==> src/rtl/fpa_pkg.sv <==
package fpa_pkg;
   // Effective magnitude operation, chosen from the two operand signs
   typedef enum logic {
      MAG_ADD = 1'b0,
      MAG_SUB = 1'b1
   } mag_op_e;
endpackage

==> src/rtl/fpa_s1_align.sv <==
module fpa_s1_align
   import fpa_pkg::*;
#(
   parameter int EXP_W  = 8,
   parameter int FRAC_W = 16,
   parameter int SH_W   = 5
) (
   input  logic              clk,
   input  logic              rst_n,
   input  logic              in_vld,
   input  logic              a_sgn,
   input  logic [EXP_W-1:0]  a_exp,
   input  logic [FRAC_W-1:0] a_frac,
   input  logic              b_sgn,
   input  logic [EXP_W-1:0]  b_exp,
   input  logic [FRAC_W-1:0] b_frac,
   output logic              s1_vld,
   output logic [EXP_W-1:0]  s1_exp,
   output logic [SH_W-1:0]   s1_shamt,
   output mag_op_e           s1_op,
   output logic              s1_big_sgn,
   output logic [FRAC_W-1:0] s1_big_frac,
   output logic              s1_sml_sgn,
   output logic [FRAC_W-1:0] s1_sml_frac
);
   localparam logic [EXP_W:0] FW_LIM = (EXP_W+1)'(FRAC_W);

   logic             a_ge;
   logic [EXP_W-1:0] diff;
   logic [SH_W-1:0]  shamt_c;

   always_comb begin
      a_ge    = (a_exp >= b_exp);
      diff    = a_ge ? (a_exp - b_exp) : (b_exp - a_exp);
      shamt_c = ({1'b0, diff} >= FW_LIM) ? SH_W'(FRAC_W) : diff[SH_W-1:0];
   end

   always_ff @(posedge clk or negedge rst_n) begin
      if (!rst_n) begin
         s1_vld      <= 1'b0;
         s1_exp      <= '0;
         s1_shamt    <= '0;
         s1_op       <= MAG_ADD;
         s1_big_sgn  <= 1'b0;
         s1_big_frac <= '0;
         s1_sml_sgn  <= 1'b0;
         s1_sml_frac <= '0;
      end else begin
         s1_vld      <= in_vld;
         s1_exp      <= a_ge ? a_exp : b_exp;
         s1_shamt    <= shamt_c;
         s1_op       <= (a_sgn == b_sgn) ? MAG_ADD : MAG_SUB;
         s1_big_sgn  <= a_ge ? a_sgn  : b_sgn;
         s1_big_frac <= a_ge ? a_frac : b_frac;
         s1_sml_sgn  <= a_ge ? b_sgn  : a_sgn;
         s1_sml_frac <= a_ge ? b_frac : a_frac;
      end
   end


   max_exp_chk: assert property (@(posedge clk) disable iff (!rst_n)
      in_vld |=> (s1_exp >= $past(a_exp)) && (s1_exp >= $past(b_exp)));
endmodule

==> src/rtl/fpa_s2_add.sv <==
module fpa_s2_add
   import fpa_pkg::*;
#(
   parameter int EXP_W     = 8,
   parameter int FRAC_W    = 16,
   parameter int SH_W      = 5,
   parameter bit LOG_SHIFT = 1'b1
) (
   input  logic              clk,
   input  logic              rst_n,
   input  logic              s1_vld,
   input  logic [EXP_W-1:0]  s1_exp,
   input  logic [SH_W-1:0]   s1_shamt,
   input  mag_op_e           s1_op,
   input  logic              s1_big_sgn,
   input  logic [FRAC_W-1:0] s1_big_frac,
   input  logic              s1_sml_sgn,
   input  logic [FRAC_W-1:0] s1_sml_frac,
   output logic              s2_vld,
   output logic              s2_sgn,
   output logic [EXP_W-1:0]  s2_exp,
   output logic [FRAC_W:0]   s2_sum
);
   logic [FRAC_W-1:0] aligned;

   generate
      if (LOG_SHIFT) begin : g_log_shift
         logic [FRAC_W-1:0] lvl [SH_W+1];
         assign lvl[0] = s1_sml_frac;
         for (genvar k = 0; k < SH_W; k++) begin : g_lvl
            assign lvl[k+1] = s1_shamt[k] ? (lvl[k] >> (2**k)) : lvl[k];
         end
         assign aligned = lvl[SH_W];
      end else begin : g_op_shift
         assign aligned = s1_sml_frac >> s1_shamt;
      end
   endgenerate

   logic [FRAC_W:0] sum_c;
   logic            sgn_c;

   always_comb begin
      if (s1_op == MAG_ADD) begin
         sum_c = {1'b0, s1_big_frac} + {1'b0, aligned};
         sgn_c = s1_big_sgn;
      end else if (s1_big_frac >= aligned) begin
         sum_c = {1'b0, s1_big_frac - aligned};
         sgn_c = s1_big_sgn;
      end else begin
         sum_c = {1'b0, aligned - s1_big_frac};
         sgn_c = s1_sml_sgn;
      end
   end

   always_ff @(posedge clk or negedge rst_n) begin
      if (!rst_n) begin
         s2_vld <= 1'b0;
         s2_sgn <= 1'b0;
         s2_exp <= '0;
         s2_sum <= '0;
      end else begin
         s2_vld <= s1_vld;
         s2_sgn <= sgn_c;
         s2_exp <= s1_exp;
         s2_sum <= sum_c;
      end
   end


   sub_no_carry_chk: assert property (@(posedge clk) disable iff (!rst_n)
      (s1_vld && s1_op == MAG_SUB) |=> !s2_sum[FRAC_W]);


   far_drop_chk: assert property (@(posedge clk) disable iff (!rst_n)
      (s1_vld && s1_op == MAG_ADD && s1_shamt == SH_W'(FRAC_W))
      |=> s2_sum == {1'b0, $past(s1_big_frac)});
endmodule

==> src/rtl/fpa_s3_lzc.sv <==
module fpa_s3_lzc #(
   parameter int EXP_W  = 8,
   parameter int FRAC_W = 16,
   parameter int SH_W   = 5
) (
   input  logic              clk,
   input  logic              rst_n,
   input  logic              s2_vld,
   input  logic              s2_sgn,
   input  logic [EXP_W-1:0]  s2_exp,
   input  logic [FRAC_W:0]   s2_sum,
   output logic              s3_vld,
   output logic              s3_sgn,
   output logic [EXP_W-1:0]  s3_exp,
   output logic [FRAC_W:0]   s3_sum,
   output logic [SH_W-1:0]   s3_lz
);
   // clear_above[i] is 1 when bits FRAC_W-1 down to i of the sum are all 0
   logic [FRAC_W:0] clear_above;
   assign clear_above[FRAC_W] = 1'b1;
   generate
      for (genvar i = FRAC_W-1; i >= 0; i--) begin : g_chain
         assign clear_above[i] = clear_above[i+1] & ~s2_sum[i];
      end
   endgenerate

   logic [SH_W-1:0] lz_c;
   always_comb begin
      lz_c = '0;
      for (int i = 0; i < FRAC_W; i++) begin
         lz_c = lz_c + SH_W'(clear_above[i]);
      end
   end

   always_ff @(posedge clk or negedge rst_n) begin
      if (!rst_n) begin
         s3_vld <= 1'b0;
         s3_sgn <= 1'b0;
         s3_exp <= '0;
         s3_sum <= '0;
         s3_lz  <= '0;
      end else begin
         s3_vld <= s2_vld;
         s3_sgn <= s2_sgn;
         s3_exp <= s2_exp;
         s3_sum <= s2_sum;
         s3_lz  <= lz_c;
      end
   end
endmodule

==> src/rtl/fpa_s4_norm.sv <==
module fpa_s4_norm #(
   parameter int EXP_W    = 8,
   parameter int FRAC_W   = 16,
   parameter int SH_W     = 5,
   parameter bit SATURATE = 1'b1
) (
   input  logic              clk,
   input  logic              rst_n,
   input  logic              s3_vld,
   input  logic              s3_sgn,
   input  logic [EXP_W-1:0]  s3_exp,
   input  logic [FRAC_W:0]   s3_sum,
   input  logic [SH_W-1:0]   s3_lz,
   output logic              out_vld,
   output logic              out_sgn,
   output logic [EXP_W-1:0]  out_exp,
   output logic [FRAC_W-1:0] out_frac
);
   localparam logic [EXP_W-1:0] EXP_MAX = '1;

   logic [EXP_W-1:0] lz_e;
   logic [EXP_W-1:0] exp_up;
   logic [EXP_W-1:0] exp_dn;
   assign lz_e = EXP_W'(s3_lz);

   generate
      if (SATURATE) begin : g_sat
         assign exp_up = (s3_exp == EXP_MAX) ? EXP_MAX : s3_exp + 1'b1;
         assign exp_dn = (s3_exp < lz_e) ? '0 : s3_exp - lz_e;
      end else begin : g_wrap
         assign exp_up = s3_exp + 1'b1;
         assign exp_dn = s3_exp - lz_e;
      end
   endgenerate

   logic              sgn_c;
   logic [EXP_W-1:0]  exp_c;
   logic [FRAC_W-1:0] frac_c;

   always_comb begin
      if (s3_sum == '0) begin
         sgn_c  = 1'b0;
         exp_c  = '0;
         frac_c = '0;
      end else if (s3_sum[FRAC_W]) begin
         sgn_c  = s3_sgn;
         exp_c  = exp_up;
         frac_c = s3_sum[FRAC_W:1];
      end else begin
         sgn_c  = s3_sgn;
         exp_c  = exp_dn;
         frac_c = s3_sum[FRAC_W-1:0] << s3_lz;
      end
   end

   always_ff @(posedge clk or negedge rst_n) begin
      if (!rst_n) begin
         out_vld  <= 1'b0;
         out_sgn  <= 1'b0;
         out_exp  <= '0;
         out_frac <= '0;
      end else begin
         out_vld  <= s3_vld;
         out_sgn  <= sgn_c;
         out_exp  <= exp_c;
         out_frac <= frac_c;
      end
   end


   lz_match_chk: assert property (@(posedge clk) disable iff (!rst_n)
      (s3_vld && s3_sum[FRAC_W-1:0] != '0)
      |-> ((s3_sum[FRAC_W-1:0] >> (FRAC_W - 1 - int'(s3_lz))) == FRAC_W'(1)));


   normalized_chk: assert property (@(posedge clk) disable iff (!rst_n)
      (out_vld && out_frac != '0) |-> out_frac[FRAC_W-1]);


   zero_clean_chk: assert property (@(posedge clk) disable iff (!rst_n)
      (out_vld && out_frac == '0) |-> (!out_sgn && out_exp == '0));


   exp_hold_chk: assert property (@(posedge clk) disable iff (!rst_n)
      (SATURATE && s3_vld && s3_sum[FRAC_W] && s3_exp == EXP_MAX) |=> out_exp == EXP_MAX);
endmodule

==> src/rtl/fpa_pipe_add.sv <==
module fpa_pipe_add
   import fpa_pkg::*;
#(
   parameter int EXP_W     = 8,
   parameter int FRAC_W    = 16,
   parameter bit LOG_SHIFT = 1'b1,
   parameter bit SATURATE  = 1'b1
) (
   input  logic              clk,
   input  logic              rst_n,
   input  logic              in_vld,
   input  logic              a_sgn,
   input  logic [EXP_W-1:0]  a_exp,
   input  logic [FRAC_W-1:0] a_frac,
   input  logic              b_sgn,
   input  logic [EXP_W-1:0]  b_exp,
   input  logic [FRAC_W-1:0] b_frac,
   output logic              out_vld,
   output logic              out_sgn,
   output logic [EXP_W-1:0]  out_exp,
   output logic [FRAC_W-1:0] out_frac
);
   localparam int SH_W    = $clog2(FRAC_W + 1);
   localparam int LATENCY = 4;

   generate
      if (FRAC_W < 2) begin : g_bad_frac
         $error("fpa_pipe_add: FRAC_W must be at least 2");
      end
      if (EXP_W < SH_W) begin : g_bad_exp
         $error("fpa_pipe_add: EXP_W must cover the shift count width");
      end
   endgenerate

   logic              s1_vld, s1_big_sgn, s1_sml_sgn;
   logic [EXP_W-1:0]  s1_exp;
   logic [SH_W-1:0]   s1_shamt;
   mag_op_e           s1_op;
   logic [FRAC_W-1:0] s1_big_frac, s1_sml_frac;

   logic              s2_vld, s2_sgn;
   logic [EXP_W-1:0]  s2_exp;
   logic [FRAC_W:0]   s2_sum;

   logic              s3_vld, s3_sgn;
   logic [EXP_W-1:0]  s3_exp;
   logic [FRAC_W:0]   s3_sum;
   logic [SH_W-1:0]   s3_lz;

   fpa_s1_align #(.EXP_W(EXP_W), .FRAC_W(FRAC_W), .SH_W(SH_W)) u_s1 (
      .clk(clk), .rst_n(rst_n), .in_vld(in_vld),
      .a_sgn(a_sgn), .a_exp(a_exp), .a_frac(a_frac),
      .b_sgn(b_sgn), .b_exp(b_exp), .b_frac(b_frac),
      .s1_vld(s1_vld), .s1_exp(s1_exp), .s1_shamt(s1_shamt), .s1_op(s1_op),
      .s1_big_sgn(s1_big_sgn), .s1_big_frac(s1_big_frac),
      .s1_sml_sgn(s1_sml_sgn), .s1_sml_frac(s1_sml_frac));

   fpa_s2_add #(.EXP_W(EXP_W), .FRAC_W(FRAC_W), .SH_W(SH_W), .LOG_SHIFT(LOG_SHIFT)) u_s2 (
      .clk(clk), .rst_n(rst_n),
      .s1_vld(s1_vld), .s1_exp(s1_exp), .s1_shamt(s1_shamt), .s1_op(s1_op),
      .s1_big_sgn(s1_big_sgn), .s1_big_frac(s1_big_frac),
      .s1_sml_sgn(s1_sml_sgn), .s1_sml_frac(s1_sml_frac),
      .s2_vld(s2_vld), .s2_sgn(s2_sgn), .s2_exp(s2_exp), .s2_sum(s2_sum));

   fpa_s3_lzc #(.EXP_W(EXP_W), .FRAC_W(FRAC_W), .SH_W(SH_W)) u_s3 (
      .clk(clk), .rst_n(rst_n),
      .s2_vld(s2_vld), .s2_sgn(s2_sgn), .s2_exp(s2_exp), .s2_sum(s2_sum),
      .s3_vld(s3_vld), .s3_sgn(s3_sgn), .s3_exp(s3_exp), .s3_sum(s3_sum), .s3_lz(s3_lz));

   fpa_s4_norm #(.EXP_W(EXP_W), .FRAC_W(FRAC_W), .SH_W(SH_W), .SATURATE(SATURATE)) u_s4 (
      .clk(clk), .rst_n(rst_n),
      .s3_vld(s3_vld), .s3_sgn(s3_sgn), .s3_exp(s3_exp), .s3_sum(s3_sum), .s3_lz(s3_lz),
      .out_vld(out_vld), .out_sgn(out_sgn), .out_exp(out_exp), .out_frac(out_frac));

   // Cycles since reset, held at LATENCY, so the valid check never looks before reset
   logic [2:0] since_rst;
   always_ff @(posedge clk or negedge rst_n) begin
      if (!rst_n)                        since_rst <= '0;
      else if (since_rst != 3'(LATENCY)) since_rst <= since_rst + 3'd1;
   end


   valid_latency_chk: assert property (@(posedge clk) disable iff (!rst_n)
      (since_rst == 3'(LATENCY)) |-> (out_vld == $past(in_vld, 4)));
endmodule

==> config.mk <==
export PLATFORM = sky130hd
export DESIGN_NAME = fpa_pipe_add
export DESIGN_NICKNAME = d
export VERILOG_FILES = /design/src/rtl/fpa_pkg.sv /design/src/rtl/fpa_s1_align.sv /design/src/rtl/fpa_s2_add.sv /design/src/rtl/fpa_s3_lzc.sv /design/src/rtl/fpa_s4_norm.sv /design/src/rtl/fpa_pipe_add.sv
export SDC_FILE = /design/constraint.sdc
export NUM_CORES = 1
export LEC_CHECK = 0
export BUFFER_PORTS_ARGS = -buffer_cell sky130_fd_sc_hd__buf_2
export CAP_MARGIN = 20
export CORE_MARGIN = 3
export CORE_UTILIZATION = 49
export CTS_CLUSTER_DIAMETER = 50
export CTS_CLUSTER_SIZE = 25
export DETAILED_ROUTE_END_ITERATION = 8
export PLACE_DENSITY = 0.77
export SETUP_SLACK_MARGIN = 0.1
export SLEW_MARGIN = 30
export SYNTH_ARGS = -nofsm -noshare
export SYNTH_HDL_FRONTEND = slang
export SYNTH_HIERARCHICAL = 1
export SYNTH_SLANG_ARGS = --single-unit
==> constraint.sdc <==
create_clock -name clk -period 5.97 [get_ports clk]
set_input_delay 0.8955 -clock clk [delete_from_list [all_inputs] [get_ports clk]]
set_output_delay 0.8955 -clock clk [all_outputs]
set_load 0.01 [all_outputs]
== Yosys cells after proc, flatten, opt, wreduce, memory -nomap -nowiden ==
Cells that the tools add are included.

* Register bits: 134
* Bits in latches: 0
* RAM bits: 0
* Memory bits (read-only): 0
* Bits of input ports: 53
* Logic and storage cells: 106
* Memories kept: 0

* Add/subtract/negate cells: 22
* Multipliers: 0
* Divide/modulo/power cells: 0
* $lt $le $gt $ge: 4
* Eq/ne operators: 2
* Shifts and indexed selects: 1
* Mux-type cells: 24
* Bitwise gates (word level): 31
* Reduce and logical (&&, ||, !) cells: 1

{| class="wikitable"
|+ Operator list
! operator !! count
|-
| two-way mux 16 bit || 10
|-
| adder 5 x 1 -> 5 bit || 14
|-
| two-way mux 8 bit || 6
|-
| subtractor 16 bit || 2
|-
| adder 16 x 16 -> 17 bit || 1
|-
| logical NOT 17 bit || 1
|-
| two-way mux 17 bit || 1
|-
| greater-or-equal comparator 16 bit || 1
|-
| NOT 1 bit || 16
|-
| left shift 16 x 5 -> 16 bit || 1
|-
| subtractor 8 bit || 2
|-
| AND 1 bit || 15
|-
| adder 8 x 1 -> 8 bit, second input constant || 1
|-
| == test 8 bit, second input constant || 1
|-
| greater-or-equal comparator 8 x 5 -> 1 bit, second input constant || 1
|-
| greater-or-equal comparator 8 bit || 1
|-
| < comparator 8 x 5 -> 1 bit || 1
|-
| subtractor 8 x 5 -> 8 bit || 1
|-
| two-way mux 1 bit || 6
|-
| two-way mux 5 bit || 1
|-
| adder 1 x 1 -> 2 bit || 1
|-
| == test 1 bit || 1
|}

== Depth between registers and ports, before layout ==
* Depth in word-level cells: 31
* Mapped depth: 21

== Hierarchy ==
The synthesis kept the hierarchy.

{| class="wikitable"
|+ Modules (own cells, without submodules)
! module !! times used !! cells each !! area each (µm²)
|-
| fpa_s2_add || 1 || 461 || 3,709.8
|-
| fpa_s1_align || 1 || 207 || 2,484.9
|-
| fpa_s4_norm || 1 || 211 || 2,020.7
|-
| fpa_s3_lzc || 1 || 86 || 1,300.0
|}

== Least setup slack after synthesis ==
OpenSTA, ideal clock, no wires.

* Kind: register -> register
* Start point: reg u_s2.s2_sum[14]
* End point: reg u_s3.s3_lz[4]
* Library setup time: 0.064 ns
* Arrival: 4.214 ns
* Setup slack: 1.691 ns
* Cell stages (with the launch flop): 14
* Path buffers: 1
* Period minus slack after synthesis: 4.279 ns
* Path through: dfrtp_1 -> or4_4 -> or2_1 -> buf_6 -> nor3_1 -> fa_1 -> fa_1 -> fa_1 -> fa_1 -> ha_1 -> inv_1 -> fa_1 -> nor2b_1 -> o21a_1

* Cells in the longest elaborated chain, start to end: 31

{| class="wikitable"
|+ Ends and longest elaborated chain
! item !! line !! text
|-
| start: declaration || fpa_s2_add.sv:22 || <nowiki>output logic [FRAC_W:0] s2_sum</nowiki>
|-
| start signal: assignment || fpa_s2_add.sv:65 || <nowiki>s2_sum <= sum_c;</nowiki>
|-
| NOT 1 bit * || fpa_s3_lzc.sv:23 || <nowiki>assign clear_above[i] = clear_above[i+1] & ~s2_sum[i];</nowiki>
|-
| AND 1 bit * || fpa_s3_lzc.sv:23 ||
|-
| AND 1 bit (14 in a row) || fpa_s3_lzc.sv:23 ||
|-
| adder 1 x 1 -> 2 bit || fpa_s3_lzc.sv:31 || <nowiki>lz_c = lz_c + SH_W'(clear_above[i]);</nowiki>
|-
| adder 5 x 1 -> 5 bit (12 in a row) || fpa_s3_lzc.sv:31 ||
|-
| adder 5 x 1 -> 5 bit * (2 in a row) || fpa_s3_lzc.sv:31 ||
|-
| via u_s3.lz_c[4] || fpa_s3_lzc.sv:27 || <nowiki>logic [SH_W-1:0] lz_c;</nowiki>
|-
| end signal: assignment || fpa_s3_lzc.sv:47 || <nowiki>s3_lz <= lz_c;</nowiki>
|-
| end: declaration || fpa_s3_lzc.sv:16 || <nowiki>output logic [SH_W-1:0] s3_lz</nowiki>
|}

The timed path passes the listed nets; every way through them passes the cells marked *.

== Worst setup path in the final report ==
Ends and elaborated chain as after synthesis.

==> run metrics <==
status=finished, final reports clean; Layout Area Growth over Synthesis=11.1%; Vias=7249; switch share=37.2%; Setup-failing EPs final=0; DRC viols=0; total global routing overflow=0; combinational power share=35.8%; most common cell after layout, fill and taps aside=dfrtp_1; crit path DAT=4870 ps; cell leakage power=4.94 nW; Post-Place Cell Area=9970 um2; crit path kind=reg2reg; worst min path class=reg2reg; initial drt markers=501; Worst R2R Path Depth=12; final wirelength=19800 um; CP max FO=7; Max IR drop VDD=0.000204 V; clk_skew=6.27 ps; largest net degree at the start of global routing=79; synthesized instance count=965; Seq/Total Area, Yosys=35.2%; nets=1164; syn avg cell area=9.86 um2; worst slew pin tran=891 ps; unrepaired setup endpoints after global routing=no; Finished Cell Area=10600 um2; Int Power=2.36 mW; setup TNS=0 ps; H-tree depth=4; post-synthesis register bit count=134; initial antenna violation count=0; Num CTS Buffers=17; part of the power in the clock network=28.0%; latest clock arrival within the worst-skew pair=420 ps; die area=21100 um2; R2R Setup Slk=1470 ps; Worst EP required=6330 ps; maxcap violations=0; Hold Buf Count CTS=0; clock sink count=134; Max transition margin=40.6%; Hold Path Stages=0; # IOs=79; gpl congestion=0.931; Pre-antenna DRT Iters=5; Core Box Area=18900 um2; WHS Endpoint=u_s3/s3_sgn; Overall Global Routing Usage=19.2%; FMAX=222 MHz; max-slew violations=0; Syn Std Cell Area=9520 um2; Post-Syn Nets=1111; Main synth FF type=dfrtp_1; Detail Route Antenna Nets=0; # port buffers=78; Reg clk slew, reported paths=60 ps; Hold Fails Final Rpt=0; CTS tree=built; Root Buffer=clkbuf_16; Longest Clk Path Bufs=2; register share of total power=36.2%; Psw=1.39 mW; Post-CTS Resized=0; Filler Cells Inserted=1653; row count=50; routed len/inst=15.3 um; DR vias/cell=5.62; ANT cells=0; Crit. End Element=flip-flop; setup bufs post-CTS=0; Netlist cell types=88; power per standard cell area=355 nW/um2; Crit Reg-Reg Startpoint=u_s2/s2_sum[14]; layout cells sized above 1=19.2%; asr flop ratio synth=100%; reg-to-reg endpoint=u_s3/s3_lz[4]; hpwl dp=15000 um; chip width=145 um; first-pass GRT wire length=33900 um; most frequent cells in the layout=dfrtp_1 (134), inv_1 (81), ha_1 (78), buf_2 (77), nand2_1 (70); startpoint of the worst hold path=u_s2/s2_sgn; final period utilization=75.4%; Tmin final=4500 ps; Ys Warns=6; vias in the first global route=7006; number of flops mapped to enable cells by yosys=0; Starting Density=50.4%; Die Y=145 um; Setup crit start kind=flip-flop
layout make-up:
class	count	area (um2)	area share (%)
Multi-Input combinational cell	694	5530	52.3
Sequential cell	134	3350	31.7
Timing Repair Buffer	83	434	4.11
Clock buffer	17	425	4.02
Inverter	88	330	3.12
Tap cell	260	325	3.08
Clock inverter	15	175	1.66
flip-flops by register name, indices dropped and copies added, names as in the netlist, 5 cells and up:
register          flops
u_s1/s1_big_frac     16
u_s1/s1_exp           8
u_s1/s1_shamt         5
u_s1/s1_sml_frac     16
u_s2/s2_exp           8
u_s2/s2_sum          17
u_s3/s3_exp           8
u_s3/s3_lz            5
u_s3/s3_sum          17
u_s4/out_exp          8
u_s4/out_frac        16
critical path, cell delays in order, from the launching register on:
cell and delay [ps]:
dfrtp_1 400, or4_4 570, or2_1 360, nor3_1 250
fa_1 490, fa_1 540, fa_1 450, fa_1 520
ha_1 160, inv_1 50, fa_1 400, nor2b_1 140
o21a_1 120
cell usage after synthesis (9+ instances only):
cell	instances	share of area (%)
dfrtp_1	134	35
inv_1	81	3.2
ha_1	78	10
nand2_1	70	2.8
a21oi_1	66	3.5
nor2_1	66	2.6
mux2_2	42	5.0
mux2i_1	39	4.1
o21ai_0	28	1.5
xnor2_1	26	2.4
clkbuf_1	21	0.83
a31oi_1	17	1.1
nor3_1	17	0.89
fa_1	15	3.2
a21o_1	14	1.1
nand3_1	13	0.68
nor2b_1	11	0.72
buf_2	10	0.53
nand2b_1	10	0.66
or3_1	10	0.66
a211oi_1	9	0.71
cell families after synthesis:
logic type,after synthesis,share of synthesized area [%]
mux,90,11.3
buf+inv,137,6.65
flops,134,35.2
xor+xnor,32,2.95
fa+ha+maj,93,13.4
compound gates,227,16.8
simple gates,252,13.6
per-stage QoR:
step	hold WS (ps)	power, mW	util, %	cells	setup slack (ps)
after detailed placement	335	2.69	52.8	1259	1480
after CTS	346	3.76	56.0	1291	1480
final	343	3.75	56.0	1291	1470
after global placement	332	2.67	52.8	1259	1610
after floorplan	331	2.36	-	965	1690
after global routing	359	4.00	56.0	1291	1150
worst max-delay path by stage:
| stage | startpoint | slack, ps | end | cells past startpoint |
|---|---|---|---|---|
| 4_1_cts | u_s2/s2_sum[14] | 1480 | u_s3/s3_lz[4] | 12 |
| 2_1_floorplan | u_s2/s2_sum[14] | 1690 | u_s3/s3_lz[4] | 13 |
| 5_1_grt | u_s1/s1_shamt[0] | 1150 | u_s2/s2_sum[7] | 17 |
| 3_3_place_gp | u_s2/s2_sum[14] | 1610 | u_s3/s3_lz[3] | 13 |
| 3_5_place_dp | u_s2/s2_sum[14] | 1480 | u_s3/s3_lz[4] | 12 |
| 6_report | u_s2/s2_sum[14] | 1470 | u_s3/s3_lz[4] | 12 |
metal layers:
metal / global-route usage, % / share of wire (%) / vias to the layer above / wire length (um)
li1: - / - / 3534 / -
met1: 26.1 / 45 / 3430 / 8880
met2: 31.3 / 48 / 257 / 9470
met3: 3.58 / 5.8 / 28 / 1140
met4: 6.27 / 1.6 / 0 / 317
met5: 0 / 0 / - / 0
power by group through the flow:
stage	Combinational (mW)	Clock, mW	Sequential (mW)
after floorplan	1.04	0	1.32
after global placement	1.30	0	1.37
after detailed placement	1.32	0	1.37
after CTS	1.33	1.07	1.36
after global routing	1.49	1.12	1.40
final	1.34	1.05	1.36
(Power assumes the default switching activity.)
